===== config.mk =====
export PLATFORM = sky130hd
export DESIGN_NAME = nvm_ctrl_reg
export DESIGN_NICKNAME = d
export VERILOG_FILES = /design/src/rtl/nvm_csr_pkg.sv /design/src/rtl/nvm_op_timer.sv /design/src/rtl/nvm_space_decode.sv /design/src/rtl/nvm_csr_core.sv /design/src/rtl/nvm_ctrl_reg.sv
export SDC_FILE = /design/constraint.sdc
export NUM_CORES = 1
export LEC_CHECK = 0
export BUFFER_PORTS_ARGS = -buffer_cell sky130_fd_sc_hd__buf_2
export CORE_UTILIZATION = 49
export CTS_CLUSTER_DIAMETER = 50
export CTS_CLUSTER_SIZE = 24
export DETAILED_ROUTE_END_ITERATION = 8
export HOLD_SLACK_MARGIN = 0.02
export PLACE_DENSITY = 0.88
export SKIP_LAST_GASP = 1
export SLEW_MARGIN = 10
export SYNTH_ARGS = -nofsm -noshare
export SYNTH_HDL_FRONTEND = slang
export SYNTH_SLANG_ARGS = --single-unit

===== constraint.sdc =====
create_clock -name clk -period 3.5 [get_ports clk]
set_clock_uncertainty 0.2 [all_clocks]
set_input_delay 0.7 -clock clk [delete_from_list [all_inputs] [get_ports clk]]
set_output_delay 0.7 -clock clk [all_outputs]
set_load 0.01 [all_outputs]

===== src/rtl/nvm_csr_pkg.sv =====
package nvm_csr_pkg;

   localparam int unsigned CSR_W     = 8;
   localparam int unsigned B_PROG    = 7;
   localparam int unsigned B_CFG     = 6;
   localparam int unsigned B_RSV     = 5;
   localparam int unsigned B_ERASE   = 4;
   localparam int unsigned B_ERR     = 3;
   localparam int unsigned B_WREN    = 2;
   localparam int unsigned B_WRGO    = 1;
   localparam int unsigned B_RDGO    = 0;

   typedef enum logic [1:0] {
      SPACE_DATA = 2'd0,
      SPACE_PROG = 2'd1,
      SPACE_CFG  = 2'd2
   } nvm_space_e;

   typedef struct packed {
      logic prog;
      logic cfg;
      logic erase;
      logic err;
      logic wren;
      logic wrgo;
      logic rdgo;
   } csr_t;

endpackage


===== src/rtl/nvm_op_timer.sv =====
module nvm_op_timer #(
   parameter int unsigned OP_CYCLES = 16
) (
   input  logic clk,
   input  logic por_n,
   input  logic start_i,
   input  logic abort_i,
   output logic running_o,
   output logic done_o
);

   localparam int unsigned CNT_W = (OP_CYCLES > 1) ? $clog2(OP_CYCLES) : 1;

   initial begin
      assert (OP_CYCLES >= 1)
         else $error("nvm_op_timer: OP_CYCLES must be at least 1");
   end

   logic run_q;

   generate
      if (OP_CYCLES == 1) begin : g_single
         always_ff @(posedge clk or negedge por_n) begin
            if (!por_n)       run_q <= 1'b0;
            else if (abort_i) run_q <= 1'b0;
            else if (start_i) run_q <= 1'b1;
            else              run_q <= 1'b0;
         end
         assign done_o = run_q && !abort_i;
      end else begin : g_count
         logic [CNT_W-1:0] cnt_q;
         always_ff @(posedge clk or negedge por_n) begin
            if (!por_n) begin
               run_q <= 1'b0;
               cnt_q <= '0;
            end else if (abort_i) begin
               run_q <= 1'b0;
            end else if (start_i) begin
               run_q <= 1'b1;
               cnt_q <= CNT_W'(OP_CYCLES - 1);
            end else if (run_q) begin
               if (cnt_q == '0) run_q <= 1'b0;
               else             cnt_q <= cnt_q - 1'b1;
            end
         end
         assign done_o = run_q && (cnt_q == '0) && !abort_i;

         p_start_runs_r4: assert property (@(posedge clk) disable iff (!por_n)
            (start_i && !abort_i) |=> run_q);
      end
   endgenerate

   assign running_o = run_q;

endmodule


===== src/rtl/nvm_space_decode.sv =====
module nvm_space_decode
   import nvm_csr_pkg::*;
(
   input  logic       prog_i,
   input  logic       cfg_i,
   output nvm_space_e space_o
);

   always_comb begin
      if (cfg_i)       space_o = SPACE_CFG;
      else if (prog_i) space_o = SPACE_PROG;
      else             space_o = SPACE_DATA;
   end

endmodule


===== src/rtl/nvm_csr_core.sv =====
module nvm_csr_core
   import nvm_csr_pkg::*;
(
   input  logic             clk,
   input  logic             por_n,
   input  logic             warm_rst_i,
   input  logic             we_i,
   input  logic [CSR_W-1:0] wdata_i,
   input  logic             done_i,
   output csr_t             csr_o,
   output logic             start_o,
   output logic             start_pulse_o,
   output logic             irq_o
);

   csr_t csr_q;
   logic start_q;
   logic irq_q;
   logic rd_req;
   logic unused_rsv;

   assign unused_rsv = wdata_i[B_RSV];

   assign start_o = we_i && wdata_i[B_WRGO] && csr_q.wren && !csr_q.wrgo && !warm_rst_i;
   assign rd_req  = we_i && wdata_i[B_RDGO] && !csr_q.prog && !csr_q.wrgo && !csr_q.rdgo;

   always_ff @(posedge clk or negedge por_n) begin
      if (!por_n) begin
         csr_q   <= '0;
         start_q <= 1'b0;
         irq_q   <= 1'b0;
      end else if (warm_rst_i) begin
         csr_q.wren <= 1'b0;
         csr_q.wrgo <= 1'b0;
         csr_q.rdgo <= 1'b0;
         if (csr_q.wrgo) csr_q.err <= 1'b1;
         start_q <= 1'b0;
      end else begin
         csr_q.rdgo <= rd_req;
         start_q    <= start_o;
         if (done_i) begin
            csr_q.wrgo  <= 1'b0;
            csr_q.erase <= 1'b0;
            irq_q       <= 1'b1;
         end
         if (we_i) begin
            if (!csr_q.wrgo) begin
               csr_q.prog  <= wdata_i[B_PROG];
               csr_q.cfg   <= wdata_i[B_CFG];
               csr_q.erase <= wdata_i[B_ERASE];
               csr_q.err   <= wdata_i[B_ERR];
            end
            csr_q.wren <= wdata_i[B_WREN];
         end
         if (start_o) begin
            csr_q.wrgo <= 1'b1;
            irq_q      <= 1'b0;
         end
      end
   end

   assign csr_o         = csr_q;
   assign start_pulse_o = start_q;
   assign irq_o         = irq_q;

   p_go_needs_wren_r6: assert property (@(posedge clk) disable iff (!por_n)
      $rose(csr_q.wrgo) |-> $past(csr_q.wren));

   p_start_one_cycle_r4: assert property (@(posedge clk) disable iff (!por_n)
      start_q |=> !start_q);

   p_rd_one_cycle_r8: assert property (@(posedge clk) disable iff (!por_n)
      csr_q.rdgo |=> !csr_q.rdgo);

   p_rd_not_prog_r9: assert property (@(posedge clk) disable iff (!por_n)
      $rose(csr_q.rdgo) |-> !$past(csr_q.prog));

   p_mode_frozen_r7: assert property (@(posedge clk) disable iff (!por_n)
      (csr_q.wrgo && $past(csr_q.wrgo))
         |-> $stable({csr_q.prog, csr_q.cfg, csr_q.erase, csr_q.err}));

   p_abort_err_r10: assert property (@(posedge clk) disable iff (!por_n)
      (warm_rst_i && csr_q.wrgo) |=> (csr_q.err && !csr_q.wrgo));

   p_done_clears_r5: assert property (@(posedge clk) disable iff (!por_n)
      (done_i && !warm_rst_i) |=> (!csr_q.wrgo && !csr_q.erase && irq_q));

endmodule


===== src/rtl/nvm_ctrl_reg.sv =====
module nvm_ctrl_reg
   import nvm_csr_pkg::*;
#(
   parameter int unsigned OP_CYCLES = 16
) (
   input  logic       clk,
   input  logic       por_n,
   input  logic       warm_rst,
   input  logic       reg_we,
   input  logic [7:0] reg_wdata,
   output logic [7:0] reg_rdata,
   output logic       mem_rd_strobe,
   output logic       mem_wr_start,
   output logic [1:0] mem_space,
   output logic       mem_erase,
   output logic       op_done,
   output logic       op_irq
);

   initial begin
      assert (CSR_W == 8)
         else $error("nvm_ctrl_reg: register must be one byte wide");
   end

   csr_t       csr;
   logic       start;
   logic       tmr_running;
   logic       tmr_done;
   nvm_space_e space;

   nvm_csr_core u_core (
      .clk           (clk),
      .por_n         (por_n),
      .warm_rst_i    (warm_rst),
      .we_i          (reg_we),
      .wdata_i       (reg_wdata),
      .done_i        (tmr_done),
      .csr_o         (csr),
      .start_o       (start),
      .start_pulse_o (mem_wr_start),
      .irq_o         (op_irq)
   );

   nvm_op_timer #(.OP_CYCLES(OP_CYCLES)) u_timer (
      .clk       (clk),
      .por_n     (por_n),
      .start_i   (start),
      .abort_i   (warm_rst),
      .running_o (tmr_running),
      .done_o    (tmr_done)
   );

   nvm_space_decode u_space (
      .prog_i  (csr.prog),
      .cfg_i   (csr.cfg),
      .space_o (space)
   );

   assign reg_rdata = {csr.prog, csr.cfg, 1'b0, csr.erase,
                       csr.err, csr.wren, csr.wrgo, csr.rdgo};
   assign mem_rd_strobe = csr.rdgo;
   assign mem_space     = space;
   assign mem_erase     = csr.erase;
   assign op_done       = tmr_done;

   p_timer_tracks_busy_r4: assert property (@(posedge clk) disable iff (!por_n)
      tmr_running == csr.wrgo);

   p_done_only_busy_r5: assert property (@(posedge clk) disable iff (!por_n)
      op_done |-> csr.wrgo);

   p_pulse_while_busy_r4: assert property (@(posedge clk) disable iff (!por_n)
      mem_wr_start |-> csr.wrgo);

endmodule


==> flow_summary.json, run 1 <==
{
  "grt_pass1_wl_um": 1660,
  "synthTopCellsByArea": "dfrtp_1 51%, buf_4 6.5%, ha_1 3.6%",
  "synth_top_area_cell": "dfrtp_1",
  "dp.cells": 99,
  "finalCritPeriodShare_pct": 74.4,
  "cp_top_family": "simple AND/OR/NAND/NOR gates",
  "setup_viol": 0,
  "outcome": "finished, final reports clean",
  "ys.flop_type": "dfrtp_1",
  "row_count": 13,
  "ys_types": 24,
  "wl_per_cell_um": 11.9,
  "dr.pass1.iters": 2,
  "fin_nets": 103,
  "worstPathRequired_ns": 2.60,
  "drv_slew": 0,
  "grt_max_degree": 15,
  "syn_avg_cell_area_um2": 10.4,
  "synth_most_common_cell": "dfrtp_1",
  "die_w_um": 39.5,
  "fin_tns_setup_ns": 0,
  "max_freq_mhz": 384,
  "path_clk_slew_ns": 0.08,
  "start_util_pct": 52.9,
  "cts_buffers": 3,
  "htree_levels": 1,
  "synth_edf_count": 0,
  "synth-seq-cells": 14,
  "slowest_stage": "dfrtp_1",
  "finalWirelength_um": 1230,
  "ctsResizeCount": 0,
  "hold_viol": 0,
  "root_buffer": "clkbuf_4",
  "powerDensity_mw_per_mm2": 536,
  "grt_antenna_before_repair": 0,
  "final_cells": 103,
  "clkSinkCount": 14,
  "hp-class": "in -> async",
  "die_h_um": 39.5,
  "synth_fp_nets": 80,
  "leakagePower_nw": 0.442,
  "path_max_fanout": 8,
  "path_buf_inv": 2,
  "route.met2.wl_um": 603,
  "maxCapViolations": 0,
  "worst-setup-path-type": "reg -> out",
  "setup.worst_path.start": "u_timer.g_count.cnt_q[0]",
  "core_mm2": 0.00130,
  "drt_iter0_drc": 6,
  "grt.overflow.total": 0,
  "vdd_drop_max_mv": 0.294,
  "cp-start-kind": "register",
  "hpwl_um": 926,
  "postCtsSetupRepairBufs": 0,
  "syn_to_final_growth_pct": 18.9,
  "globalRouteTotalUtil_pct": 16.7,
  "cts_tree": "done",
  "gp_congestion": 0.668,
  "cp-end-kind": "output port",
  "drt-met1-wl_um": 522,
  "fp.dieArea_mm2": 0.00156,
  "cts_hold_buffers": 0,
  "crit_chain": "inv_1 -> ha_1 -> nor3b_2 -> and2_1 -> buf_2",
  "synth_area_um2": 688,
  "synth.top_cells.by_count": "14 x dfrtp_1, 6 x buf_4, 6 x inv_1",
  "clk_latency_ns": 0.28,
  "min_period_ns": 2.60,
  "grt_pass1_vias": 390,
  "wl_met3_um": 83,
  "cp_slowest_stage_delay_ns": 0.41,
  "io_buffers": 24,
  "seq_area_frac_synth_pct": 50.9,
  "ys_warn_count": 0,
  "antennaDiodeCount": 0,
  "critical_path_arrival_ns": 1.70,
  "vias": 543,
  "pin_count": 27,
  "r2r_start": "u_timer.g_count.cnt_q[0]",
  "vias_per_cell": 5.27,
  "rsz0062_at_grt": "no",
  "ant_nets": 0,
  "synth_top_area_share_pct": 50.9,
  "highest_layer": "met4",
  "route.detailed.drc": 0,
  "drive_gt1_share_pct": 36.4,
  "synthCells": 66,
  "async_flop_share_pct": 100,
  "clock_path_buffers": 2
}
[metrics by stage]
step	power, W	cell area, um2	worst slack, ns	utilization, %	hold slack, ns
after floorplan	0.000298	688	1.48	-	0.204
after global placement	0.000321	782	1.24	60.1	0.274
after detailed placement	0.000329	782	1.22	60.1	0.316
after CTS	0.000443	818	0.921	62.9	0.110
after global routing	0.000470	818	0.827	62.9	0.111
final	0.000439	818	0.896	62.9	0.101
[layout by cell type, fill, tap and decap left out]
cell type / Yosys / final
buf_2: 0 / 24
dfrtp_1: 14 / 14
inv_1: 6 / 6
o21ai_0: 4 / 4
nand3_1: 3 / 3
nor2_1: 3 / 3
nand2b_1: 3 / 3
nand2_1: 3 / 3
clkbuf_4: 0 / 3
nor3b_2: 2 / 2
and3_1: 2 / 2
nor2b_1: 2 / 2
a31oi_1: 2 / 2
o21ai_1: 2 / 2
mux2_2: 2 / 2
or3_1: 2 / 2
ha_1: 2 / 2
and2_1: 1 / 1
o22a_1: 1 / 1
o311ai_1: 1 / 1
or4_1: 1 / 1
a211o_1: 1 / 1
o21a_1: 1 / 1
mux2i_1: 1 / 1
conb_1: 1 / 1
clkbuf_8: 0 / 1
[logic make-up after synthesis]
logic type,after synthesis,share of synthesized area [%]
adders and majority gates,2,3.64
buffers and inverters,12,9.82
AOI/OAI and AO/OA,12,11.1
muxes,3,4.73
other,1,0.545
DFF,14,50.9
and+or+nand+nor,22,19.3
[report_power, final]
| group | leakage, nW | internal [W] | switching, W | total [W] |
|---|---|---|---|---|
| registers | 0.173 | 0.000194 | 0.0000278 | 0.000222 |
| clock network | 0.0210 | 0.0000633 | 0.0000503 | 0.000114 |
| logic | 0.247 | 0.0000516 | 0.0000521 | 0.000104 |
| total | 0.442 | 0.000309 | 0.000130 | 0.000439 |
[registers in the layout (all words and copies together) (netlist names)]
signal / count
u_timer.running_o: 1
u_core.start_pulse_o: 1
u_timer.g_count.cnt_q: 4
u_core.irq_o: 1
u_core.csr_o: 7
[final timing paths]
check / to / slack [ns] / cells past startpoint
min: u_timer.g_count.cnt_q[2] / 0.10 / 1
min reg2reg: u_core.csr_o[3] / 0.33 / 1
max reg2reg: u_timer.g_count.cnt_q[3] / 1.77 / 5
max: op_done / 0.90 / 5
min in group clk: u_core.csr_o[3] / 0.33 / 1
max in group asynchronous: u_timer.g_count.cnt_q[3] / 2.76 / 1
[layout make-up]
class / instances / area [um2]
clock buffer: 4 / 36.3
fill: 104 / 483
inverter: 6 / 22.5
multi-input combinational: 40 / 270
sequential: 14 / 350
tap: 15 / 18.8
timing repair buffer: 24 / 120
[per-layer routing]
metal	track usage [%]	vias up
met5	0	-
met4	12.9	0
met3	3.41	4
met2	25.4	24
met1	20.3	250
li1	-	265
No activity file was read; power rests on OpenSTA's default activity.
==> run 2: changes to the inputs <==
--- a/config.mk
+++ b/config.mk
@@ -6,12 +6,12 @@
 export NUM_CORES = 1
 export LEC_CHECK = 0
 export BUFFER_PORTS_ARGS = -buffer_cell sky130_fd_sc_hd__buf_2
-export CORE_UTILIZATION = 49
+export CORE_UTILIZATION = 46
 export CTS_CLUSTER_DIAMETER = 50
 export CTS_CLUSTER_SIZE = 24
 export DETAILED_ROUTE_END_ITERATION = 8
 export HOLD_SLACK_MARGIN = 0.02
-export PLACE_DENSITY = 0.88
+export PLACE_DENSITY = 0.84
 export SKIP_LAST_GASP = 1
 export SLEW_MARGIN = 10
 export SYNTH_ARGS = -nofsm -noshare
==> constraint.sdc (replaced) <==
create_clock -name clk -period 2.5 [get_ports clk]
set_clock_uncertainty 0.2 [all_clocks]
set_input_delay 0.5 -clock clk [delete_from_list [all_inputs] [get_ports clk]]
set_output_delay 0.5 -clock clk [all_outputs]
set_load 0.01 [all_outputs]
==> run 2 against run 1 <==
Effect of this change:
- critical path depth is the same
- critical endpoint unchanged
- flip-flop and latch count did not move
- highest routed layer unchanged
- worst hold slack improved by 0.15 ns
==> flow_summary.json, run 2 (synthesized netlist as in run 1, its figures left out) <==
{
  "worst-r2r-cell-count": 5,
  "reg2reg_to": "u_timer.g_count.cnt_q[3]",
  "drt_iter0_drc": 6,
  "r2r_slack_ns": 0.78,
  "cp_num_cells": 5,
  "fin_tns_setup_ns": 0,
  "die_h_um": 40.7,
  "grt_pass1_vias": 409,
  "critical_path_arrival_ns": 1.62,
  "ff_latch_area_um2": 350,
  "outcome": "finished, final reports clean",
  "drv_slew": 0,
  "setup_viol": 0,
  "wl_met3_um": 78,
  "path_max_fanout": 8,
  "grt.overflow.total": 0,
  "min_to": "u_core.csr_o[4]",
  "highest_layer": "met4",
  "dr.pass1.iters": 4,
  "htree_levels": 1,
  "cp_slowest_stage_delay_ns": 0.41,
  "clkSinkCount": 14,
  "syn_to_final_growth_pct": 19.3,
  "grt_antenna_before_repair": 0,
  "row_count": 13,
  "finalWirelength_um": 1270,
  "worst-setup-path-type": "reg -> out",
  "worstPathRequired_ns": 1.80,
  "r2r_start": "u_timer.g_count.cnt_q[0]",
  "cts_buffers": 3,
  "powerDensity_mw_per_mm2": 717,
  "clkPwrFrac_pct": 20.5,
  "largest_reg_flops": 7,
  "antennaDiodeCount": 0,
  "hold_viol": 0,
  "switchingPower_w": 0.000184,
  "p_int_w": 0.000405,
  "route.met2.wl_um": 613,
  "fin_hold_ws_ns": 0.248,
  "holdPathStages": 3,
  "route.detailed.drc": 0,
  "ant_nets": 0,
  "io_buffers": 24,
  "vias": 544,
  "num-fill-cells": 128,
  "max_freq_mhz": 431,
  "drt-met1-wl_um": 568,
  "maxCapViolations": 0,
  "hp-class": "in -> reg",
  "root_buffer": "clkbuf_4",
  "drive_gt1_share_pct": 35.2,
  "rsz0062_at_grt": "no",
  "clock_path_buffers": 2,
  "most-common-layout-cells": "24 x buf_2, 14 x dfrtp_1, 6 x inv_1, 4 x o21ai_0",
  "vdd_drop_max_mv": 0.330,
  "globalRouteTotalUtil_pct": 16.4,
  "layout_commonest_cell": "buf_2",
  "finalCritPeriodShare_pct": 92.9,
  "start_util_pct": 51.0,
  "fin_nets": 104,
  "core_mm2": 0.00135,
  "clk_latency_ns": 0.27,
  "path_clk_slew_ns": 0.07,
  "cp-end-kind": "output port",
  "min_period_ns": 2.32,
  "gp_congestion": 0.702,
  "multiInputGateArea_um2": 277,
  "crit_chain": "inv_1 -> ha_1 -> nor3b_4 -> and2_1 -> buf_2",
  "pwr-share-comb_pct": 26.0,
  "path_buf_inv": 2,
  "fp.dieArea_mm2": 0.00165,
  "wl_per_cell_um": 12.3,
  "cp-start-kind": "register",
  "grt_pass1_wl_um": 1730,
  "swShare_pct": 31.2,
  "seq_power_share_pct": 53.5,
  "slowest_stage": "dfrtp_1",
  "leakagePower_nw": 0.444,
  "pin_count": 27,
  "hpwl_um": 937,
  "min_from": "reg_wdata[4]",
  "die_w_um": 40.7,
  "cp_top_family": "simple AND/OR/NAND/NOR gates",
  "vias_per_cell": 5.28,
  "cts_tree": "done",
  "grt_max_degree": 15
}
## run 2: cell types whose count changed in the layout (fill, tap and decap cells not counted), sizes merged
cell	before	now
dlygate4sd3	0	1
clkbuf	4	3
## run 2: area by class of cell
class | count | share of cell area (%)
flip-flops and latches | 14 | 42.7
multi-input cells | 40 | 33.7
repair buffers | 25 | 15.9
clock buffers | 3 | 2.74
inverters | 6 | 2.74
well taps | 15 | 2.29
## run 2: how the worst max path moves through the flow
stage | end | start
5_1_grt | op_done | u_timer.g_count.cnt_q[0]
3_5_place_dp | op_done | u_timer.g_count.cnt_q[0]
3_3_place_gp | op_done | u_timer.g_count.cnt_q[0]
2_1_floorplan | op_done | u_timer.g_count.cnt_q[0]
6_report | op_done | u_timer.g_count.cnt_q[0]
4_1_cts | op_done | u_timer.g_count.cnt_q[0]
## run 2: power by group through the flow
| stage | registers (W) | logic (W) | clock network (W) |
|---|---|---|---|
| global route | 0.000321 | 0.000174 | 0.000136 |
| floorplan | 0.000310 | 0.000107 | 0 |
| CTS | 0.000310 | 0.000149 | 0.000128 |
| finish | 0.000315 | 0.000153 | 0.000121 |
| global placement | 0.000309 | 0.000140 | 0 |
| detailed placement | 0.000313 | 0.000147 | 0 |
## run 2: worst register-to-register path: cells and delay by family, from the launching register on
family	cells	cell delay (ns)
DFF	1	0.39
and+or+nand+nor	3	0.80
adders and majority gates	1	0.22
buffers and inverters	1	0.06
## run 2: routing by layer
| metal | track usage (%) | vias up |
|---|---|---|
| li1 | - | 265 |
| met1 | 21.6 | 254 |
| met2 | 24.6 | 23 |
| met3 | 3.26 | 2 |
| met4 | 10.0 | 0 |
| met5 | 0 | - |
## run 2: what timing repair did
item                       4_1_cts  5_1_grt
buffers inserted                 0        0
hold endpoints to repair        14        0
hold buffers                     1        0
resized for setup                0        1
setup endpoints to repair        0        1
## run 2: stage by stage
step                      utilization [%]  total power, W  setup slack, ns  cell area, um2  cells
final                                60.8        0.000589            0.178             821    103
after global routing                 60.8        0.000631           0.0680             821    103
after CTS                            60.3        0.000587           0.0971             815    103
after detailed placement             57.9        0.000461            0.406             782     99
after global placement               57.9        0.000449            0.468             782     99
after floorplan                         -        0.000418            0.679             688     66
==> run 3: changes to the inputs <==
--- a/config.mk
+++ b/config.mk
@@ -5,8 +5,9 @@
 export SDC_FILE = /design/constraint.sdc
 export NUM_CORES = 1
 export LEC_CHECK = 0
+export ABC_AREA = 1
 export BUFFER_PORTS_ARGS = -buffer_cell sky130_fd_sc_hd__buf_2
-export CORE_UTILIZATION = 46
+export CORE_UTILIZATION = 47
 export CTS_CLUSTER_DIAMETER = 50
 export CTS_CLUSTER_SIZE = 24
 export DETAILED_ROUTE_END_ITERATION = 8
==> run 3 against run 2 <==
Effect of this change:
- synthesized cell count rose by 27%
- non-clock buffer count did not move
- highest routed layer unchanged
- critical path depth rose by 2
- largest cell class unchanged
- final cell count rose by 19%
- worst hold slack got worse by 0.023 ns
- wire length rose by 2.2%
- sequential share of layout area fell by 3.2 points
- largest power group unchanged
- power rose by 11%
==> flow_summary.json, run 3 <==
{
  "maxCapViolations": 0,
  "r2r_start": "u_timer.g_count.cnt_q[0]",
  "ctsResizeCount": 0,
  "rsz0062_at_grt": "no",
  "hp-class": "in -> reg",
  "vias_per_cell": 4.84,
  "vias": 595,
  "finalPower_w": 0.000654,
  "grt_pass1_wl_um": 2210,
  "clk_latency_ns": 0.28,
  "finalCritPeriodShare_pct": 86.7,
  "hpwl_um": 1030,
  "fin_nets": 122,
  "critical_path_arrival_ns": 1.47,
  "die_h_um": 41.8,
  "synth_top_area_cell": "dfrtp_1",
  "highest_layer": "met4",
  "largest_reg_flops": 7,
  "path_clk_slew_ns": 0.08,
  "start_util_pct": 50.1,
  "ys_warn_count": 0,
  "drive_gt1_share_pct": 36.4,
  "drt-met1-wl_um": 568,
  "synth.top_cells.by_count": "14 x dfrtp_1, 13 x nand2_1, 12 x inv_1",
  "clock_path_buffers": 2,
  "drv_slew": 0,
  "synth_fp_nets": 98,
  "route.met2.wl_um": 607,
  "path_max_fanout": 4,
  "wl_met3_um": 93,
  "fp.dieArea_mm2": 0.00175,
  "globalRouteTotalUtil_pct": 16.9,
  "row_count": 14,
  "htree_levels": 1,
  "vdd_drop_max_mv": 0.350,
  "cts_tree": "done",
  "hold_viol": 0,
  "min_period_ns": 2.17,
  "synthTopCellsByArea": "dfrtp_1 47%, nand3_1 6.7%, nand2_1 6.5%",
  "synth_area_um2": 746,
  "dr.pass1.iters": 4,
  "root_buffer": "clkbuf_4",
  "ant_nets": 0,
  "ys.flop_type": "dfrtp_1",
  "gp_congestion": 0.810,
  "route.detailed.drc": 0,
  "synth_top_area_share_pct": 47.0,
  "synth_edf_count": 0,
  "post-place-ws_ns": 0.623,
  "die_w_um": 41.8,
  "antennaDiodeCount": 0,
  "ys_types": 24,
  "clkSinkCount": 14,
  "grt_max_degree": 15,
  "io_buffers": 24,
  "setup_viol": 0,
  "min_from": "reg_wdata[4]",
  "grt_antenna_before_repair": 0,
  "core_mm2": 0.00149,
  "worstPathRequired_ns": 1.80,
  "cp-start-kind": "register",
  "pin_count": 27,
  "synth-seq-cells": 14,
  "fin_hold_ws_ns": 0.224,
  "drt_iter0_drc": 5,
  "syn_to_final_growth_pct": 19.0,
  "cts_buffers": 3,
  "layout_commonest_cell": "buf_2",
  "max_freq_mhz": 461,
  "finalWirelength_um": 1300,
  "num-fill-cells": 134,
  "grt.overflow.total": 0,
  "synthCells": 84,
  "seq_area_frac_synth_pct": 47.0,
  "syn_avg_cell_area_um2": 8.88,
  "setup.worst_path.start": "u_timer.g_count.cnt_q[0]",
  "most-common-layout-cells": "24 x buf_2, 14 x dfrtp_1, 13 x nand2_1, 12 x inv_1, 10 x nand3_1",
  "powerDensity_mw_per_mm2": 737,
  "wl_per_cell_um": 10.6,
  "fin_tns_setup_ns": 0,
  "grt_pass1_vias": 550,
  "synth_most_common_cell": "dfrtp_1",
  "async_flop_share_pct": 100,
  "cp-end-kind": "output port",
  "outcome": "finished, final reports clean",
  "worst_slack_ns": 0.332,
  "leakagePower_nw": 0.501,
  "worst-setup-path-type": "reg -> out"
}
run 3: metrics by stage:
stage	instances	cell area (um2)	utilization, %
6_report	123	887	59.6
5_1_grt	123	887	59.6
4_1_cts	123	887	59.6
3_5_place_dp	118	841	56.5
3_3_place_gp	118	841	56.5
2_1_floorplan	84	746	-
run 3: area by class of cell:
class,instances,area (um2),area share (%)
clock buffers,4,36.3,4.09
inverters,14,52.6,5.92
multi-input cells,50,298,33.6
flip-flops and latches,14,350,39.5
repair buffers,25,130,14.7
well taps,16,20.0,2.26
run 3: timing repair:
action / CTS / global route
hold buffers: 1 / 0
endpoints found under the hold margin: 14 / 0
buffers inserted: 0 / 0
run 3: critical path: stages, from the launching register on:
cell     delay, ns
dfrtp_1       0.40
inv_1         0.09
ha_1          0.22
nand2_1       0.07
nor2_1        0.08
nand3_1       0.13
inv_1         0.08
buf_2         0.12
run 3: layer usage:
| metal | vias up | GRT usage, % |
|---|---|---|
| li1 | 306 | - |
| met1 | 264 | 20.7 |
| met2 | 21 | 26.9 |
| met3 | 4 | 5.65 |
| met4 | 0 | 7.74 |
| met5 | - | 0 |
run 3: final timing paths:
check	to	slack [ns]	depth (start not counted)
max	op_done	0.33	7
min	u_core.csr_o[4]	0.22	3
max reg2reg	u_core.csr_o[4]	1.06	7
min reg2reg	u_core.csr_o[0]	0.26	1
max in group asynchronous	u_core.start_pulse_o	1.43	2
min in group asynchronous	u_core.csr_o[1]	0.43	2
run 3: logic make-up (layout without fill, tap and decap cells):
kind of cell,count (synthesis),count (layout),share of synthesized area (%)
buffers and inverters,20,43,13.1
adders and majority gates,2,2,3.36
other,1,1,0.503
DFF,14,14,47.0
and+or+nand+nor,40,40,29.5
AOI/OAI and AO/OA,6,6,4.53
muxes,1,1,2.01
run 3: power by group:
group | internal (W) | switching, W
Combinational | 0.0000781 | 0.000111
Sequential | 0.000272 | 0.0000294
Clock | 0.0000886 | 0.0000740
Total | 0.000439 | 0.000215
